<file path="src/rtl/blkmove_pkg.sv">
package blkmove_pkg;

  // Cycles spent on every transferred byte.
  parameter int unsigned MV_BYTE_CYC = 4;

  typedef enum logic [2:0] {
    ST_IDLE,
    ST_SETUP,
    ST_RADDR,
    ST_RDATA,
    ST_WRITE,
    ST_UPDATE,
    ST_FINISH
  } mv_state_e;

  // Total busy cycles of one run of n bytes.
  function automatic int unsigned mv_total_states(input int unsigned n,
                                                  input int unsigned per,
                                                  input int unsigned fixed);
    return per * n + fixed;
  endfunction

endpackage

</file>
<file path="src/rtl/blkmove_ctrl.sv">
module blkmove_ctrl
  import blkmove_pkg::*;
#(
  parameter int CNT_W      = 8,
  parameter int SETUP_CYC  = 5,
  parameter int FINISH_CYC = 4
) (
  input  logic             clk,
  input  logic             rst_n,
  input  logic             start_i,
  input  logic [CNT_W-1:0] cnt_i,
  input  logic [CNT_W-1:0] cnt_q_i,
  output mv_state_e        state_o,
  output logic             ev_load_o,
  output logic             ev_step_o,
  output logic             busy_o,
  output logic             done_o
);

  localparam int PH_MAX = (SETUP_CYC > FINISH_CYC) ? SETUP_CYC : FINISH_CYC;
  localparam int PH_W   = $clog2(PH_MAX + 1);
  localparam int FIXED  = SETUP_CYC + FINISH_CYC;
  localparam int RUN_W  = CNT_W + 6;

  mv_state_e       st_q, st_d;
  logic [PH_W-1:0] ph_q, ph_d;
  logic            done_q;
  logic            ev_finish;
  logic            cnt_zero;
  logic            cnt_last;

  function automatic logic is_last(input logic [CNT_W-1:0] c);
    return c == CNT_W'(1);
  endfunction

  assign cnt_zero  = (cnt_q_i == '0);
  assign cnt_last  = is_last(cnt_q_i);
  assign ev_load_o = (st_q == ST_IDLE) && start_i;
  assign ev_step_o = (st_q == ST_UPDATE);
  assign ev_finish = (st_q == ST_FINISH) && (ph_q == '0);
  assign busy_o    = (st_q != ST_IDLE);
  assign done_o    = done_q;
  assign state_o   = st_q;

  always_comb begin
    st_d = st_q;
    ph_d = ph_q;
    case (st_q)
      ST_IDLE: begin
        if (start_i) begin
          st_d = ST_SETUP;
          ph_d = PH_W'(SETUP_CYC - 1);
        end
      end
      ST_SETUP: begin
        if (ph_q == '0) begin
          if (cnt_zero) begin
            st_d = ST_FINISH;
            ph_d = PH_W'(FINISH_CYC - 1);
          end else begin
            st_d = ST_RADDR;
          end
        end else begin
          ph_d = ph_q - 1'b1;
        end
      end
      ST_RADDR: st_d = ST_RDATA;
      ST_RDATA: st_d = ST_WRITE;
      ST_WRITE: st_d = ST_UPDATE;
      ST_UPDATE: begin
        if (cnt_last) begin
          st_d = ST_FINISH;
          ph_d = PH_W'(FINISH_CYC - 1);
        end else begin
          st_d = ST_RADDR;
        end
      end
      ST_FINISH: begin
        if (ph_q == '0) st_d = ST_IDLE;
        else            ph_d = ph_q - 1'b1;
      end
      default: st_d = ST_IDLE;
    endcase
  end

  always_ff @(posedge clk) begin
    if (!rst_n) begin
      st_q   <= ST_IDLE;
      ph_q   <= '0;
      done_q <= 1'b0;
    end else begin
      st_q   <= st_d;
      ph_q   <= ph_d;
      done_q <= ev_finish;
    end
  end

  // Run-length tracking used only by the assertions below.
  logic [RUN_W-1:0] run_q;
  logic [CNT_W-1:0] n_q;

  always_ff @(posedge clk) begin
    if (!rst_n) begin
      run_q <= '0;
      n_q   <= '0;
    end else if (ev_load_o) begin
      run_q <= '0;
      n_q   <= cnt_i;
    end else if (busy_o) begin
      run_q <= run_q + 1'b1;
    end
  end

  // the run ends after exactly 4n+9 busy cycles
  a_r5_run_length: assert property (@(posedge clk) disable iff (!rst_n)
    ev_finish |-> ((32'(run_q) + 32'd1) ==
                   mv_total_states(32'(n_q), MV_BYTE_CYC, 32'(FIXED))));

  // done is a single-cycle pulse that follows the last busy cycle
  a_r5_done_pulse: assert property (@(posedge clk) disable iff (!rst_n)
    done_o |=> !done_o);

  a_r5_done_after_busy: assert property (@(posedge clk) disable iff (!rst_n)
    done_o |-> (!busy_o && $past(busy_o)));

endmodule

</file>
<file path="src/rtl/blkmove_regs.sv">
module blkmove_regs #(
  parameter int PTR_W = 16,
  parameter int CNT_W = 8
) (
  input  logic             clk,
  input  logic             rst_n,
  input  logic             ev_load_i,
  input  logic             ev_step_i,
  input  logic [PTR_W-1:0] src_i,
  input  logic [PTR_W-1:0] dst_i,
  input  logic [CNT_W-1:0] cnt_i,
  output logic [PTR_W-1:0] src_q,
  output logic [PTR_W-1:0] dst_q,
  output logic [CNT_W-1:0] cnt_q
);

  function automatic logic [PTR_W-1:0] ptr_inc(input logic [PTR_W-1:0] p);
    return p + 1'b1;
  endfunction

  function automatic logic [CNT_W-1:0] cnt_dec(input logic [CNT_W-1:0] c);
    return c - 1'b1;
  endfunction

  always_ff @(posedge clk) begin
    if (!rst_n) begin
      src_q <= '0;
      dst_q <= '0;
      cnt_q <= '0;
    end else if (ev_load_i) begin
      src_q <= src_i;
      dst_q <= dst_i;
      cnt_q <= cnt_i;
    end else if (ev_step_i) begin
      src_q <= ptr_inc(src_q);
      dst_q <= ptr_inc(dst_q);
      cnt_q <= cnt_dec(cnt_q);
    end
  end

  // operands captured on an accepted start
  a_r3_load: assert property (@(posedge clk) disable iff (!rst_n)
    ev_load_i |=> (src_q == $past(src_i)) && (dst_q == $past(dst_i)) &&
                  (cnt_q == $past(cnt_i)));

  // one step moves both pointers up (wrapping) and the count down
  a_r3_step: assert property (@(posedge clk) disable iff (!rst_n)
    ev_step_i |=> (src_q == PTR_W'($past(src_q) + 1'b1)) &&
                  (dst_q == PTR_W'($past(dst_q) + 1'b1)) &&
                  (cnt_q == CNT_W'($past(cnt_q) - 1'b1)));

  // without a load or step the results are frozen
  a_r9_hold: assert property (@(posedge clk) disable iff (!rst_n)
    (!ev_load_i && !ev_step_i) |=> $stable(src_q) && $stable(dst_q) &&
                                   $stable(cnt_q));

  // a step never happens on a zero count
  a_r1_no_step_at_zero: assert property (@(posedge clk) disable iff (!rst_n)
    ev_step_i |-> (cnt_q != '0));

endmodule

</file>
<file path="src/rtl/blkmove_memif.sv">
module blkmove_memif
  import blkmove_pkg::*;
#(
  parameter int PTR_W  = 16,
  parameter int DATA_W = 8
) (
  input  logic              clk,
  input  logic              rst_n,
  input  mv_state_e         state_i,
  input  logic [PTR_W-1:0]  src_q_i,
  input  logic [PTR_W-1:0]  dst_q_i,
  input  logic [DATA_W-1:0] mem_rdata_i,
  output logic [PTR_W-1:0]  mem_addr_o,
  output logic              mem_re_o,
  output logic              mem_we_o,
  output logic [DATA_W-1:0] mem_wdata_o
);

  logic [DATA_W-1:0] byte_q;
  logic              ev_capture;

  assign ev_capture  = (state_i == ST_RDATA);
  assign mem_re_o    = (state_i == ST_RADDR);
  assign mem_we_o    = (state_i == ST_WRITE);
  assign mem_addr_o  = mem_we_o ? dst_q_i : src_q_i;
  assign mem_wdata_o = byte_q;

  always_ff @(posedge clk) begin
    if (!rst_n)          byte_q <= '0;
    else if (ev_capture) byte_q <= mem_rdata_i;
  end

  // every write is preceded, two cycles earlier, by a read
  a_r2_write_after_read: assert property (@(posedge clk) disable iff (!rst_n)
    mem_we_o |-> $past(mem_re_o, 2));

  // the written byte is the one the memory returned after the read
  a_r2_write_data: assert property (@(posedge clk) disable iff (!rst_n)
    mem_we_o |-> (mem_wdata_o == $past(mem_rdata_i)));

  // strobes are exclusive
  a_r7_exclusive: assert property (@(posedge clk) disable iff (!rst_n)
    $onehot0({mem_re_o, mem_we_o}));

endmodule

</file>
<file path="src/rtl/blkmove_engine.sv">
module blkmove_engine
  import blkmove_pkg::*;
#(
  parameter int PTR_W      = 16,
  parameter int CNT_W      = 8,
  parameter int DATA_W     = 8,
  parameter int SETUP_CYC  = 5,
  parameter int FINISH_CYC = 4
) (
  input  logic              clk,
  input  logic              rst_n,
  input  logic              start_i,
  input  logic [PTR_W-1:0]  src_i,
  input  logic [PTR_W-1:0]  dst_i,
  input  logic [CNT_W-1:0]  cnt_i,
  output logic [PTR_W-1:0]  mem_addr_o,
  output logic              mem_re_o,
  input  logic [DATA_W-1:0] mem_rdata_i,
  output logic              mem_we_o,
  output logic [DATA_W-1:0] mem_wdata_o,
  output logic              busy_o,
  output logic              done_o,
  output logic [PTR_W-1:0]  src_o,
  output logic [PTR_W-1:0]  dst_o,
  output logic [CNT_W-1:0]  cnt_o
);

  mv_state_e        state;
  logic             ev_load;
  logic             ev_step;
  logic [PTR_W-1:0] src_q;
  logic [PTR_W-1:0] dst_q;
  logic [CNT_W-1:0] cnt_q;

  blkmove_ctrl #(
    .CNT_W      (CNT_W),
    .SETUP_CYC  (SETUP_CYC),
    .FINISH_CYC (FINISH_CYC)
  ) u_ctrl (
    .clk       (clk),
    .rst_n     (rst_n),
    .start_i   (start_i),
    .cnt_i     (cnt_i),
    .cnt_q_i   (cnt_q),
    .state_o   (state),
    .ev_load_o (ev_load),
    .ev_step_o (ev_step),
    .busy_o    (busy_o),
    .done_o    (done_o)
  );

  blkmove_regs #(
    .PTR_W (PTR_W),
    .CNT_W (CNT_W)
  ) u_regs (
    .clk       (clk),
    .rst_n     (rst_n),
    .ev_load_i (ev_load),
    .ev_step_i (ev_step),
    .src_i     (src_i),
    .dst_i     (dst_i),
    .cnt_i     (cnt_i),
    .src_q     (src_q),
    .dst_q     (dst_q),
    .cnt_q     (cnt_q)
  );

  blkmove_memif #(
    .PTR_W  (PTR_W),
    .DATA_W (DATA_W)
  ) u_memif (
    .clk         (clk),
    .rst_n       (rst_n),
    .state_i     (state),
    .src_q_i     (src_q),
    .dst_q_i     (dst_q),
    .mem_rdata_i (mem_rdata_i),
    .mem_addr_o  (mem_addr_o),
    .mem_re_o    (mem_re_o),
    .mem_we_o    (mem_we_o),
    .mem_wdata_o (mem_wdata_o)
  );

  assign src_o = src_q;
  assign dst_o = dst_q;
  assign cnt_o = cnt_q;

  // the memory port is quiet whenever the engine is idle
  a_r7_quiet_when_idle: assert property (@(posedge clk) disable iff (!rst_n)
    !busy_o |-> (!mem_re_o && !mem_we_o));

  // a start during a run does not reload the operands
  a_r6_busy_start_ignored: assert property (@(posedge clk) disable iff (!rst_n)
    (busy_o && start_i) |-> !ev_load);

endmodule

</file>
<file path="config.mk">
export PLATFORM = sky130hd
export DESIGN_NAME = blkmove_engine
export DESIGN_NICKNAME = d
export VERILOG_FILES = /design/src/rtl/blkmove_pkg.sv /design/src/rtl/blkmove_ctrl.sv /design/src/rtl/blkmove_regs.sv /design/src/rtl/blkmove_memif.sv /design/src/rtl/blkmove_engine.sv
export SDC_FILE = /design/constraint.sdc
export NUM_CORES = 1
export LEC_CHECK = 0
export ABC_AREA = 1
export BUFFER_PORTS_ARGS = -buffer_cell sky130_fd_sc_hd__buf_4
export CAP_MARGIN = 30
export CORE_MARGIN = 8
export CORE_UTILIZATION = 25
export CTS_BUF_LIST = sky130_fd_sc_hd__clkbuf_8 sky130_fd_sc_hd__clkbuf_16
export DETAILED_ROUTE_END_ITERATION = 10
export GPL_TIMING_DRIVEN = 0
export PLACE_DENSITY_LB_ADDON = 0.25
export SYNTH_ARGS = -nofsm -noshare
export SYNTH_HDL_FRONTEND = slang
export SYNTH_SLANG_ARGS = --single-unit
</file>
<file path="constraint.sdc">
create_clock -name clk -period 1.9 [get_ports clk]
set_input_delay 0.095 -clock clk [delete_from_list [all_inputs] [get_ports clk]]
set_output_delay 0.095 -clock clk [all_outputs]
set_load 0.02 [all_outputs]
</file>
==> run_results.csv <==
group,metric,value,unit
logic_synthesis,synth_common_cells,"nand2_1, nor2_1, inv_1",
power_and_ir_drop,power_leakage,2.25,nW
power_and_ir_drop,cellPowerDensity,1180,mW/mm²
placement,place.gp.congestion,0.889,
drt,vias,4351,
logic_synthesis,synth_ff_type,"dfxtp_1",
worst_setup_path,arrival,1740,ps
power_and_ir_drop,power_frac_comb,50.5,%
logic_synthesis,synth_seq_cells,55,
clock_network,clockBufferDepth,2,
min_path,whs_path_depth,3,
timing,skew,5.66,ps
logic_synthesis,synth_edf_count,0,
placement,dpl.hpwl,11.4,mm
power_and_ir_drop,pwr-share-seq,30.5,%
logic_synthesis,synth_area_leaders,"dfxtp_1, nand2_1, nor2_1",
timing,setup_viol,0,
flow_run,cap_viol_max_count,0,
global_route,grt_overflow,0,
global_route,antenna_found_initial,0,
logic_synthesis,synth.most_common_cell,"nand2_1",
floorplanning,die_w,136,µm
drt,drtIter0Drc,312,
power_and_ir_drop,switching_power,2.67,mW
outcome,status,"complete, no violations",
logic_synthesis,async_reset_ff_share,0,%
placement,io_buffers,118,
drt,ant_nets,0,
timing,timing.slew.headroom,55.8,%
placement,preCtsSetupSlack,155,ps
global_route,grt_pass1_wl,22.7,mm
drt,totalWireLength,14.7,mm
timing,timing.hold.ws,30.4,ps
finish,num_antenna_cells,0,
floorplanning,die_area,0.0185,mm²
logic_synthesis,syn_inst,597,
clock_network,cts_root_buf,"clkbuf_16",
logic_synthesis,synth_cell_types,30,
min_path,hold_end,"u_regs.src_q[8]",
floorplanning,core_area,0.0143,mm²
power_and_ir_drop,ir_drop,0.000398,V
worst_setup_path,reg2reg_slack,230,ps
global_route,grtUsageTotal,15.5,%
clock_network,numCtsBuffers,5,
clock_network,postCtsHoldBufs,0,
global_route,grt_pass1_vias,4185,
logic_synthesis,synth-warning-count,0,
worst_setup_path,reg2reg_depth,9,
logic_synthesis,syn_area_per_cell,6.04,µm²
floorplanning,row_count,44,
logic_synthesis,yosys.area.top_type,"dfxtp_1",
power_and_ir_drop,p_int,3.11,mW
timing,clock.fmax,544,MHz
timing,period_share,96.8,%
worst_setup_path,crit_path_end_kind,"output pin",
worst_setup_path,r2r-start,"u_ctrl.ph_q[0]",
min_path,hp-start,"src_i[8]",
finish,drive_above_1_share,21.7,%
clock_network,htreeDepth,2,
worst_setup_path,cp_max_fo,10,
timing,fin_ws,60.8,ps
power_and_ir_drop,p_total,5.78,mW
clock_network,cts_setup_buffers,0,
logic_synthesis,synth_nets,656,
clock_network,cts_sinks,55,
finish,stdcell_area,0.00490,mm²
worst_setup_path,reg2reg_to,"u_ctrl.ph_q[1]",
worst_setup_path,cp-start-kind,"flop",
clock_network,insertion_delay,300,ps
power_and_ir_drop,p_clk_share,19.0,%
drt,firstDrtPassIters,5,
floorplanning,start_util,25.2,%
min_path,min-delay-path-class,"primary input to flop",
floorplanning,io_pins,119,
timing,hold_viol_final,0,
drt,drc,0,
placement,place_area,0.00472,mm²
worst_setup_path,cp.required,1800,ps
finish,num-fill-cells,1642,
clock_network,clk_pin_slew,80,ps
power_and_ir_drop,p_sw_share,46.3,%
logic_synthesis,syn_area,0.00361,mm²
timing,slew_viol_final,0,
drt,wl_per_cell,16.2,µm
timing,final.min_clock_period,1840,ps
worst_setup_path,path_class,"flop to output pin",
global_route,grt_max_degree,18,
drt,vias_per_cell,4.80,
logic_synthesis,yosysTopAreaCellShare,30.5,%
floorplanning,fp.dieH,136,µm
clock_network,cts_tree,"yes",
finish,area_growth,35.9,%
finish,nets,781,
logic_synthesis,synth_seq_area_share,30.5,%
timing,worstMarginPinSlew,663,ps
==> power by group through the flow <==
stage / combinational (mW) / sequential [mW] / clock, mW
after floorplan: 1.60 / 1.91 / 0
after global placement: 2.92 / 1.78 / 0
after detailed placement: 2.91 / 1.78 / 0
after CTS: 2.94 / 1.75 / 1.13
after global routing: 3.23 / 1.81 / 1.17
final: 2.92 / 1.76 / 1.10
==> per-stage QoR <==
stage / instances / TNS, ps / util (%)
4_1_cts: 907 / 0 / 34.2
3_3_place_gp: 899 / 0 / 33.0
6_report: 907 / 0 / 34.2
3_5_place_dp: 899 / 0 / 33.0
5_1_grt: 907 / -5.43 / 34.2
2_1_floorplan: 597 / 0 / -
==> cell type report <==
cell class	instances	area, µm²	share of cell area (%)
multi-input combinational	447	2110	43.0
tap	184	230	4.70
sequential	55	1100	22.5
buffer	24	141	2.88
clock buffer	5	125	2.55
timing repair buffer	118	886	18.1
inverter	71	267	5.44
clock inverter	3	43.8	0.893
==> cell usage in the layout, fill, tap and decap left out, types with 4 or more instances in the layout <==
cell,netlist,layout
buf_2,9,8
o21ai_0,54,49
a211oi_1,7,7
a31oi_1,4,4
nand3_1,59,59
a21oi_1,29,29
nor2_1,83,82
ha_1,8,8
nand2_1,158,158
o21ai_1,0,5
nand4_1,14,14
clkbuf_16,0,5
inv_1,68,68
o211ai_1,5,5
buf_4,5,124
nor3_1,7,7
dfxtp_1,55,53
clkbuf_1,7,6
==> worst max-delay path by stage <==
stage,from,to,slack (ps),depth (start not counted)
finish,u_ctrl.state_o[0],mem_addr_o[4],60,6
global route,u_ctrl.state_o[0],mem_addr_o[5],-3,6
CTS,u_ctrl.state_o[1],mem_addr_o[8],30,7
detailed placement,u_ctrl.state_o[0],mem_addr_o[0],160,6
global placement,u_ctrl.state_o[0],mem_addr_o[0],150,6
floorplan,u_ctrl.state_o[0],mem_addr_o[0],380,5
==> repair_timing <==
action	4_1_cts	5_1_grt
cloned	0	0
resized for setup	8	4
setup endpoints to repair	11	15
==> state kept, by name (all words and copies together) (netlist names) <==
register,cells
u_regs.dst_q,16
u_regs.cnt_q,8
u_ctrl.state_o,3
u_memif.mem_wdata_o,8
u_ctrl.done_o,1
u_ctrl.ph_q,3
u_regs.src_q,16
==> kinds of logic (layout without fill, tap and decap cells) <==
| logic type | Yosys count | count (layout) | share of synthesized area (%) |
|---|---|---|---|
| compound gates | 103 | 103 | 15.6 |
| xor+xnor | 5 | 5 | 1.21 |
| fa+ha+maj | 8 | 8 | 2.78 |
| buf+inv | 95 | 221 | 11.1 |
| flops | 55 | 55 | 30.5 |
| simple gates | 331 | 331 | 38.7 |
==> worst max-delay path, cell delays in order (launching register included) <==
cell and delay [ps]:
dfxtp_2 360, nor2_2 160, nand2_1 100, buf_4 190, clkbuf_4 190, o21ai_1 240, buf_4 200
==> routing by layer <==
metal	share of wire (%)	global-route usage [%]	routed length (µm)	vias up
met3	9.6	4.99	1410	21
li1	-	-	-	2193
met1	43	19.1	6280	1972
met4	1.7	3.78	254	0
met5	0	0	0	-
met2	46	25.7	6710	165
Power figures use the tool's default switching activity.
